$ cat src/rtl/nz_pkg.sv
package nz_pkg;

    typedef enum logic {
        NZ_COMBINATIONAL = 1'b0,
        NZ_REGISTERED    = 1'b1
    } nz_mode_e;

    // Bit offset of tree level l inside the flat count vector.
    // Level l holds (w >> l) fields of cw bits each; the levels are stacked
    // from level 0 upward, so the sum of the lower levels is 2w - 2(w >> l).
    function automatic int nz_lvl_base(input int l, input int w, input int cw);
        return cw * (2 * w - 2 * (w >> l));
    endfunction

endpackage

$ cat src/rtl/nz_count_tree.sv
module nz_count_tree #(
    parameter int WORD_W = 32,
    parameter int LVLS   = $clog2(WORD_W),
    parameter int CW     = LVLS + 1,
    localparam int FLAT_W = CW * (2 * WORD_W - 1)
) (
    input  logic [WORD_W-1:0] word_i,
    output logic [FLAT_W-1:0] cnt_o
);
    import nz_pkg::*;

    // Level 0: one bit per field, set where the word holds a zero.
    for (genvar f = 0; f < WORD_W; f++) begin : g_leaf
        assign cnt_o[nz_lvl_base(0, WORD_W, CW) + CW*f +: CW] =
            {{(CW-1){1'b0}}, ~word_i[f]};
    end

    // Each higher level adds adjacent pairs of the level below.
    for (genvar l = 1; l <= LVLS; l++) begin : g_lvl
        localparam int NF   = WORD_W >> l;
        localparam int BASE = nz_lvl_base(l, WORD_W, CW);
        localparam int PREV = nz_lvl_base(l - 1, WORD_W, CW);
        for (genvar f = 0; f < NF; f++) begin : g_fld
            assign cnt_o[BASE + CW*f +: CW] =
                cnt_o[PREV + CW*(2*f) +: CW] + cnt_o[PREV + CW*(2*f+1) +: CW];
        end
    end

endmodule

$ cat src/rtl/nz_descent.sv
module nz_descent #(
    parameter int WORD_W = 32,
    parameter int LVLS   = $clog2(WORD_W),
    parameter int CW     = LVLS + 1,
    localparam int FLAT_W = CW * (2 * WORD_W - 1)
) (
    input  logic [FLAT_W-1:0] cnt_i,
    input  logic [CW-1:0]     rank_i,
    output logic [LVLS-1:0]   idx_o,
    output logic              hit_o
);
    import nz_pkg::*;

    logic [CW-1:0]   total;
    logic [CW-1:0]   rem;
    logic [CW-1:0]   half_cnt;
    logic [LVLS-1:0] pos;

    assign total = cnt_i[nz_lvl_base(LVLS, WORD_W, CW) +: CW];

    always_comb begin
        rem      = rank_i;
        pos      = '0;
        half_cnt = '0;
        for (int k = LVLS - 1; k >= 0; k--) begin
            // Lower half of the (2^(k+1))-bit field that starts at pos.
            half_cnt = cnt_i[nz_lvl_base(k, WORD_W, CW) + CW*int'(pos >> k) +: CW];
            if (rem >= half_cnt) begin
                pos = pos + LVLS'(1 << k);
                rem = rem - half_cnt;
            end
        end
    end

    assign hit_o = (rank_i < total);
    assign idx_o = hit_o ? pos : '0;

endmodule

$ cat src/rtl/nz_select.sv
module nz_select #(
    parameter int               WORD_W = 32,
    parameter nz_pkg::nz_mode_e MODE   = nz_pkg::NZ_REGISTERED,
    localparam int IDX_W  = $clog2(WORD_W),
    localparam int RANK_W = IDX_W + 1
) (
    input  logic              clk,
    input  logic              rst,
    input  logic              in_vld,
    input  logic [WORD_W-1:0] word_i,
    input  logic [RANK_W-1:0] rank_i,
    output logic              out_vld,
    output logic [IDX_W-1:0]  idx_o,
    output logic              hit_o
);
    import nz_pkg::*;

    localparam int FLAT_W = RANK_W * (2 * WORD_W - 1);

    logic [FLAT_W-1:0] cnt_flat;
    logic [IDX_W-1:0]  idx_c;
    logic              hit_c;

    nz_count_tree #(.WORD_W(WORD_W), .LVLS(IDX_W), .CW(RANK_W)) u_tree (
        .word_i (word_i),
        .cnt_o  (cnt_flat)
    );

    nz_descent #(.WORD_W(WORD_W), .LVLS(IDX_W), .CW(RANK_W)) u_desc (
        .cnt_i  (cnt_flat),
        .rank_i (rank_i),
        .idx_o  (idx_c),
        .hit_o  (hit_c)
    );

    // The selected bit must be a zero of the word.
    AST_HIT_IS_ZERO: assert property (@(posedge clk) disable iff (rst)
        hit_c |-> (word_i[idx_c] == 1'b0)) else $error("selected bit is set");

    AST_ALLSET_MISS: assert property (@(posedge clk) disable iff (rst)
        (&word_i) |-> !hit_c) else $error("hit on all-set word");

    AST_MISS_IDX_ZERO: assert property (@(posedge clk) disable iff (rst)
        !hit_o |-> (idx_o == '0)) else $error("index not zero on miss");

    if (MODE == NZ_REGISTERED) begin : g_reg
        typedef struct packed {
            logic             vld;
            logic             hit;
            logic [IDX_W-1:0] idx;
        } stage_t;

        stage_t stage_d, stage_q;

        always_comb begin
            stage_d     = stage_q;
            stage_d.vld = in_vld;
            if (in_vld) begin
                stage_d.hit = hit_c;
                stage_d.idx = idx_c;
            end
        end

        always_ff @(posedge clk) begin
            if (rst) stage_q <= '0;
            else     stage_q <= stage_d;
        end

        assign out_vld = stage_q.vld;
        assign hit_o   = stage_q.hit;
        assign idx_o   = stage_q.idx;

        AST_VLD_FOLLOWS: assert property (@(posedge clk) disable iff (rst)
            in_vld |=> out_vld) else $error("out_vld missing");

        AST_VLD_DROPS: assert property (@(posedge clk) disable iff (rst)
            !in_vld |=> !out_vld) else $error("out_vld without request");

        AST_HOLD_IDLE: assert property (@(posedge clk) disable iff (rst)
            !in_vld |=> ($stable(idx_o) && $stable(hit_o))) else $error("result moved while idle");
    end else begin : g_comb
        assign out_vld = in_vld;
        assign hit_o   = hit_c;
        assign idx_o   = idx_c;
    end

endmodule

$ cat config.mk
export PLATFORM = sky130hd
export DESIGN_NAME = nz_select
export DESIGN_NICKNAME = d
export VERILOG_FILES = /design/src/rtl/nz_pkg.sv /design/src/rtl/nz_count_tree.sv /design/src/rtl/nz_descent.sv /design/src/rtl/nz_select.sv
export SDC_FILE = /design/constraint.sdc
export NUM_CORES = 1
export LEC_CHECK = 0
export ABC_CLOCK_PERIOD_IN_PS = 23800
export CAP_MARGIN = 30
export CORE_ASPECT_RATIO = 0.7
export CORE_MARGIN = 1
export CORE_UTILIZATION = 30
export CTS_CLUSTER_SIZE = 20
export DETAILED_ROUTE_END_ITERATION = 10
export HOLD_SLACK_MARGIN = 0.05
export PLACE_DENSITY = 0.57
export SLEW_MARGIN = 20
export SYNTH_ARGS = -nofsm -noshare
export SYNTH_HDL_FRONTEND = slang
export SYNTH_SLANG_ARGS = --single-unit
$ cat constraint.sdc
create_clock -name clk -period 23.8 [get_ports clk]
set_clock_uncertainty 0.15 [all_clocks]
set_input_delay 5.95 -clock clk [delete_from_list [all_inputs] [get_ports clk]]
set_output_delay 5.95 -clock clk [all_outputs]
set_load 0.05 [all_outputs]
# Word-level counts from Yosys, hierarchy flattened
# Cells that the tools add are included.
# Widths: inputs -> output; s select.
# word_totals
word_cells,101
reg_bits,7
# op_classes
n_mul,4
mux,10
bitwise,32
add_sub_neg,42
magnitude_cmp,6
shift,4
# op_table
cell,count
$shiftx 378x32->6,4
$add 6x6->6,15
$add 10x32->32 const A,2
$add 1x1->2,16
$add 9x32->32 const A,1
$not 1->1,32
$ge 6x6->1,5
$mux 5,6
$mux 6,4
$sub 6x6->6,4
$mul 2x5->7 const A,1
$lt 6x6->1,1
$mul 2x4->6 const A,1
$add 5x1->5 const B,1
$add 5x2->5 const B,1
$add 5x3->5 const B,1
$add 5x4->5 const B,1
$mul 2x3->5 const A,1
$mul 2x2->4 const A,1

# Logic depth before layout (Yosys ltp)
# Gate-level depths: netlist of the first run.
# depth
word_depth,27
depth_mapped,69
depth_no_buf,64

# Hierarchy
# From an unflattened synthesis of the first run, not the netlist that was laid out.
# unflattened
hier_cells,808
area_unflattened_um2,6832.8
# by_module_without_submodules
mod,cells_per_inst,n_inst,seq_area_each_um2,area_each_um2
nz_count_tree,421,1,0.0,3350.7
nz_descent,366,1,0.0,3241.9
nz_select,21,1,140.1,240.2

# Worst setup path before layout of the first run
# OpenSTA, ideal clock, no wires.
# synth_timing
path_kind,input -> register
from,input port word_i[0]
to,"register g_reg.stage_q, in the netlist idx_o[0]"
required_ns,23.519
n_path_buf,7
t_arrival_ns,19.927
setup_ns,0.131
slack_ns,3.592
stages,61
cell_sequence,inv_1 > ha_1 > ha_1 > fa_1 > inv_1 > fa_1 > inv_1 > fa_1 > xor2_1 > inv_1 > ha_1 > and3_4 > nor4_2 > o32ai_1 > or4_4 > buf_6 > o221a_2 > fa_1 > [... 25 more ...] > clkbuf_1 > nand2_1 > o21ai_0 > a22oi_1 > mux4_2 > fa_1 > a21o_1 > a21oi_1 > o21ai_0 > a21oi_1 > mux4_2 > o211ai_1 > o21ai_0 > ha_1 > nor3b_1 > nand2_1 > o32ai_1 > a211oi_1
# synth_via
elab_chain_cells,27
# synth_rtl
element,line,rtl
"start, declared",nz_select.sv:10,"input logic [WORD_W-1:0] word_i,"
$not 1->1 *,nz_count_tree.sv:15,"{{(CW-1){1'b0}}, ~word_i[f]};"
$add 1x1->2,nz_count_tree.sv:25,cnt_o[PREV + CW*(2*f) +: CW] + cnt_o[PREV + CW*(2*f+1) +: CW];
$add 6x6->6 (3 in a row),nz_count_tree.sv:25,
$ge 6x6->1,nz_descent.sv:28,if (rem >= half_cnt) begin
$mux 5,nz_descent.sv:28,
$mul 2x2->4,nz_descent.sv:27,"half_cnt = cnt_i[nz_lvl_base(k, WORD_W, CW) + CW*int'(pos >> k) +: CW];"
$add 10x32->32,nz_descent.sv:27,
$shiftx 378x32->6,nz_descent.sv:27,
[... 9 more ...],-,
$shiftx 378x32->6,nz_descent.sv:27,
$ge 6x6->1,nz_descent.sv:28,
$mux 5,nz_descent.sv:28,
$mul 2x5->7,nz_descent.sv:27,
$shiftx 378x32->6,nz_descent.sv:27,
$ge 6x6->1,nz_descent.sv:28,
$mux 5,nz_descent.sv:28,
$mux 5 *,nz_descent.sv:36,assign idx_o = hit_o ? pos : '0;
"end signal, assigned",nz_select.sv:66,else stage_q <= stage_d;
"end, declared",nz_select.sv:53,"stage_t stage_d, stage_q;"
# Mark *: on every way between the ends. The rest lies on a longest branch, timed or not.
# A chain may end at the register's enable or synchronous reset.

# Final worst setup path of the first run
# Same ends and word-level chain as after synthesis.

==> results.toml, run 1 <==
[cells_and_area]
seqCellArea_um2 = 140
insertedDiodeCount = 0
final_cells = 824
nFillCells = 1544
drive_above_1_share = 0.0604
multi_input_area_um2 = 4030
syn_to_final_growth_pct = 16.3
fin_nets = 770

[detailed_routing]
wl_per_cell_um = 18.2
drt_first_pass_iters = 5
drc_errors = 0
ant_nets = 0
drt_iter0_drc = 459
num_vias = 4666
vias_per_cell = 5.66
totalWireLength_um = 15000

[floorplanning]
start_util = 0.309
rows = 37
coreArea_um2 = 14700
die_x_um = 149
die_h_um = 105
die-area_um2 = 15600
ios = 48

[timing]
slew_viol_final = 0
tightestPinTransition_ns = 0.986
whs_ns = 0.321
hold_violations = 0
max_slew_margin = 0.339
finalCritPeriodShare = 0.934
rsz0062_at_grt = "false"
min_period_ns = 22.23
setup_violations = 0
max_freq_mhz = 45.0
finalSetupTns_ns = 0

[cts]
cts_sinks = 7
cts_inserted_buffers = 3
cts_setup_buffers = 0
hold_buffers = 0
ctsRootBufferMaster = "clkbuf_16"
clk_latency_ns = 0.23
clock_path_buffers = 2
path_clk_slew_ns = 0.03
cts_tree = "yes"
ctsResizeCount = 0
htree_levels = 1

[synthesis]
synthFlopType = "dfxtp_1"
yosys-top-cells-area = "ha_1 (22%), fa_1 (8.8%), inv_1 (5.9%)"
async_reset_ff_frac = 0
syn_inst = 597
yosysSeqAreaShare = 0.0308
synth_seq_cells = 7
yosysTopAreaCell = "ha_1"
syn_area_um2 = 4540
synth-edff-count = 0
yosysWarnings = 0
postSynthAreaPerCell_um2 = 7.61
synth_top_area_frac = 0.218
ys_types = 68

[hold_path]
hold_class = "flop to flop"

[run_status]
status = "completed"

[global_route]
gr-total-overflow = 0
antenna_found_initial = 0
grt_max_degree = 30
grt_pass1_vias = 4389
grt_pass1_wl_um = 24200
grt_usage = 0.195

[critical_path]
max_stage_delay_ns = 0.81
cp_slowest_cell = "nor2_1"
arrival_ns = 22.19
worstPathRequired_ns = 23.75
cp-end-kind = "flop"
crit_fanout = 22
worstSetupStartpointType = "input port"
path_class = "input port to flop"

[place]
port_buffers = 47
placed_cells = 819
dp_hpwl_um = 12600
gp_congestion = 0.952

[job]
cap_violations = 0
==> synth_stat cells (2+ instances only) <==
library cell and number:
nand2_1 58, a22oi_1 24, fa_1 20, a21boi_0 2
and2_1 4, buf_1 5, nor3_1 13, o22ai_1 2
and4_1 2, mux2i_1 6, ha_1 79, nor2_1 35
buf_2 2, or2_2 2, a32oi_1 3, o31a_1 2
a22o_1 4, a211oi_1 10, xnor2_4 2, a311oi_1 3
inv_1 71, a31oi_1 15, a221oi_1 8, o21a_1 6
a21oi_1 33, o21ai_0 27, a21o_1 30, mux4_2 7
o211ai_1 8, mux2_4 3, xor2_1 8, and3_1 9
dfxtp_1 7, o32ai_1 3, nor2b_1 6, nand4_1 2
clkbuf_1 18, mux2_2 3, xnor2_1 13, nand3_1 14
==> per-stage QoR <==
stage / util / cell area [um2] / setup slack, ns
2_1_floorplan: - / 4550 / 3.59
3_3_place_gp: 0.353 / 5190 / 1.79
3_5_place_dp: 0.353 / 5190 / 1.55
4_1_cts: 0.358 / 5270 / 1.74
5_1_grt: 0.359 / 5290 / 0.525
6_report: 0.359 / 5290 / 1.57
==> state kept, by name, summed over array words and instances (netlist names) <==
signal and count:
hit_o 1, idx_o 5, out_vld 1
==> cell type report <==
cell class,count,area share
multi-input cells,493,0.762
flip-flops and latches,7,0.0265
clock buffers,4,0.0149
inverters,72,0.0511
repair buffers,53,0.0990
well taps,195,0.0462
==> cells in the final DEF (no fill, tap or decap), types with 5 or more instances in the layout <==
cell type        netlist  final
buf_4                  0      5
xnor2_1               13     13
and3_1                 9      9
a22oi_1               24     24
a21oi_1               33     33
nor2b_1                6      6
clkdlybuf4s50_1        0     47
nand3_1               14     14
nor3_1                13     13
o21a_1                 6      6
ha_1                  79     79
fa_1                  20     20
a211oi_1              10     10
o211ai_1               8      8
a221oi_1               8      8
xor2_1                 8      8
nor2_1                35     35
mux4_2                 7      7
a21o_1                30     30
mux2i_1                6      6
o21ai_0               27     27
a31oi_1               15     15
nand2_1               58     58
inv_1                 71     71
dfxtp_1                7      7
==> path summary, 6_finish.rpt <==
kind / from / end / slack [ns] / depth (start not counted)
max: word_i[0] / idx_o[0]$_SDFFE_PP0P_ / 1.57 / 61
min: idx_o[1]$_SDFFE_PP0P_ / idx_o[1]$_SDFFE_PP0P_ / 0.32 / 2
max reg2reg: idx_o[0]$_SDFFE_PP0P_ / idx_o[0]$_SDFFE_PP0P_ / 22.40 / 5
min reg2reg: idx_o[1]$_SDFFE_PP0P_ / idx_o[1]$_SDFFE_PP0P_ / 0.32 / 2
==> cell families (layout without fill, tap and decap cells) <==
kind of cell               count (synthesis)  after routing  synth area share
AOI/OAI and AO/OA                        194            194             0.297
and+or+nand+nor                          154            154             0.159
adders and majority gates                100            100             0.308
buffers and inverters                     98            129            0.0832
xor gates and xnor gates                  24             24            0.0562
muxes                                     19             19            0.0653
DFF                                        7              7            0.0308
other                                      1              2          0.000825
==> critical path, delay by kind of cell <==
| family | cells | cell delay, ns |
|---|---|---|
| mux | 2 | 1.06 |
| buf+inv | 12 | 1.96 |
| compound gates | 21 | 3.73 |
| fa+ha+maj | 14 | 5.72 |
| xor+xnor | 1 | 0.24 |
| simple gates | 11 | 3.50 |
==> per-layer routing <==
| metal | GRT usage | wire length [um] | up-vias |
|---|---|---|---|
| met5 | 0 | 0 | - |
| li1 | - | - | 2251 |
| met4 | 0.0226 | 94 | 0 |
| met1 | 0.307 | 7570 | 2176 |
| met2 | 0.272 | 5900 | 230 |
| met3 | 0.0371 | 1440 | 9 |
Power of run 1 is not shown: default switching activity piles up to over one toggle a cycle in this logic, so the estimate is an artifact.
==> run 2, diff against run 1 <==
HOLD_SLACK_MARGIN = unset   (was 0.05)
==> results of run 2 <==
No change in the layout: final DEF, timing and power equal those of run 1.
Power of run 2 is left out for the same reason.
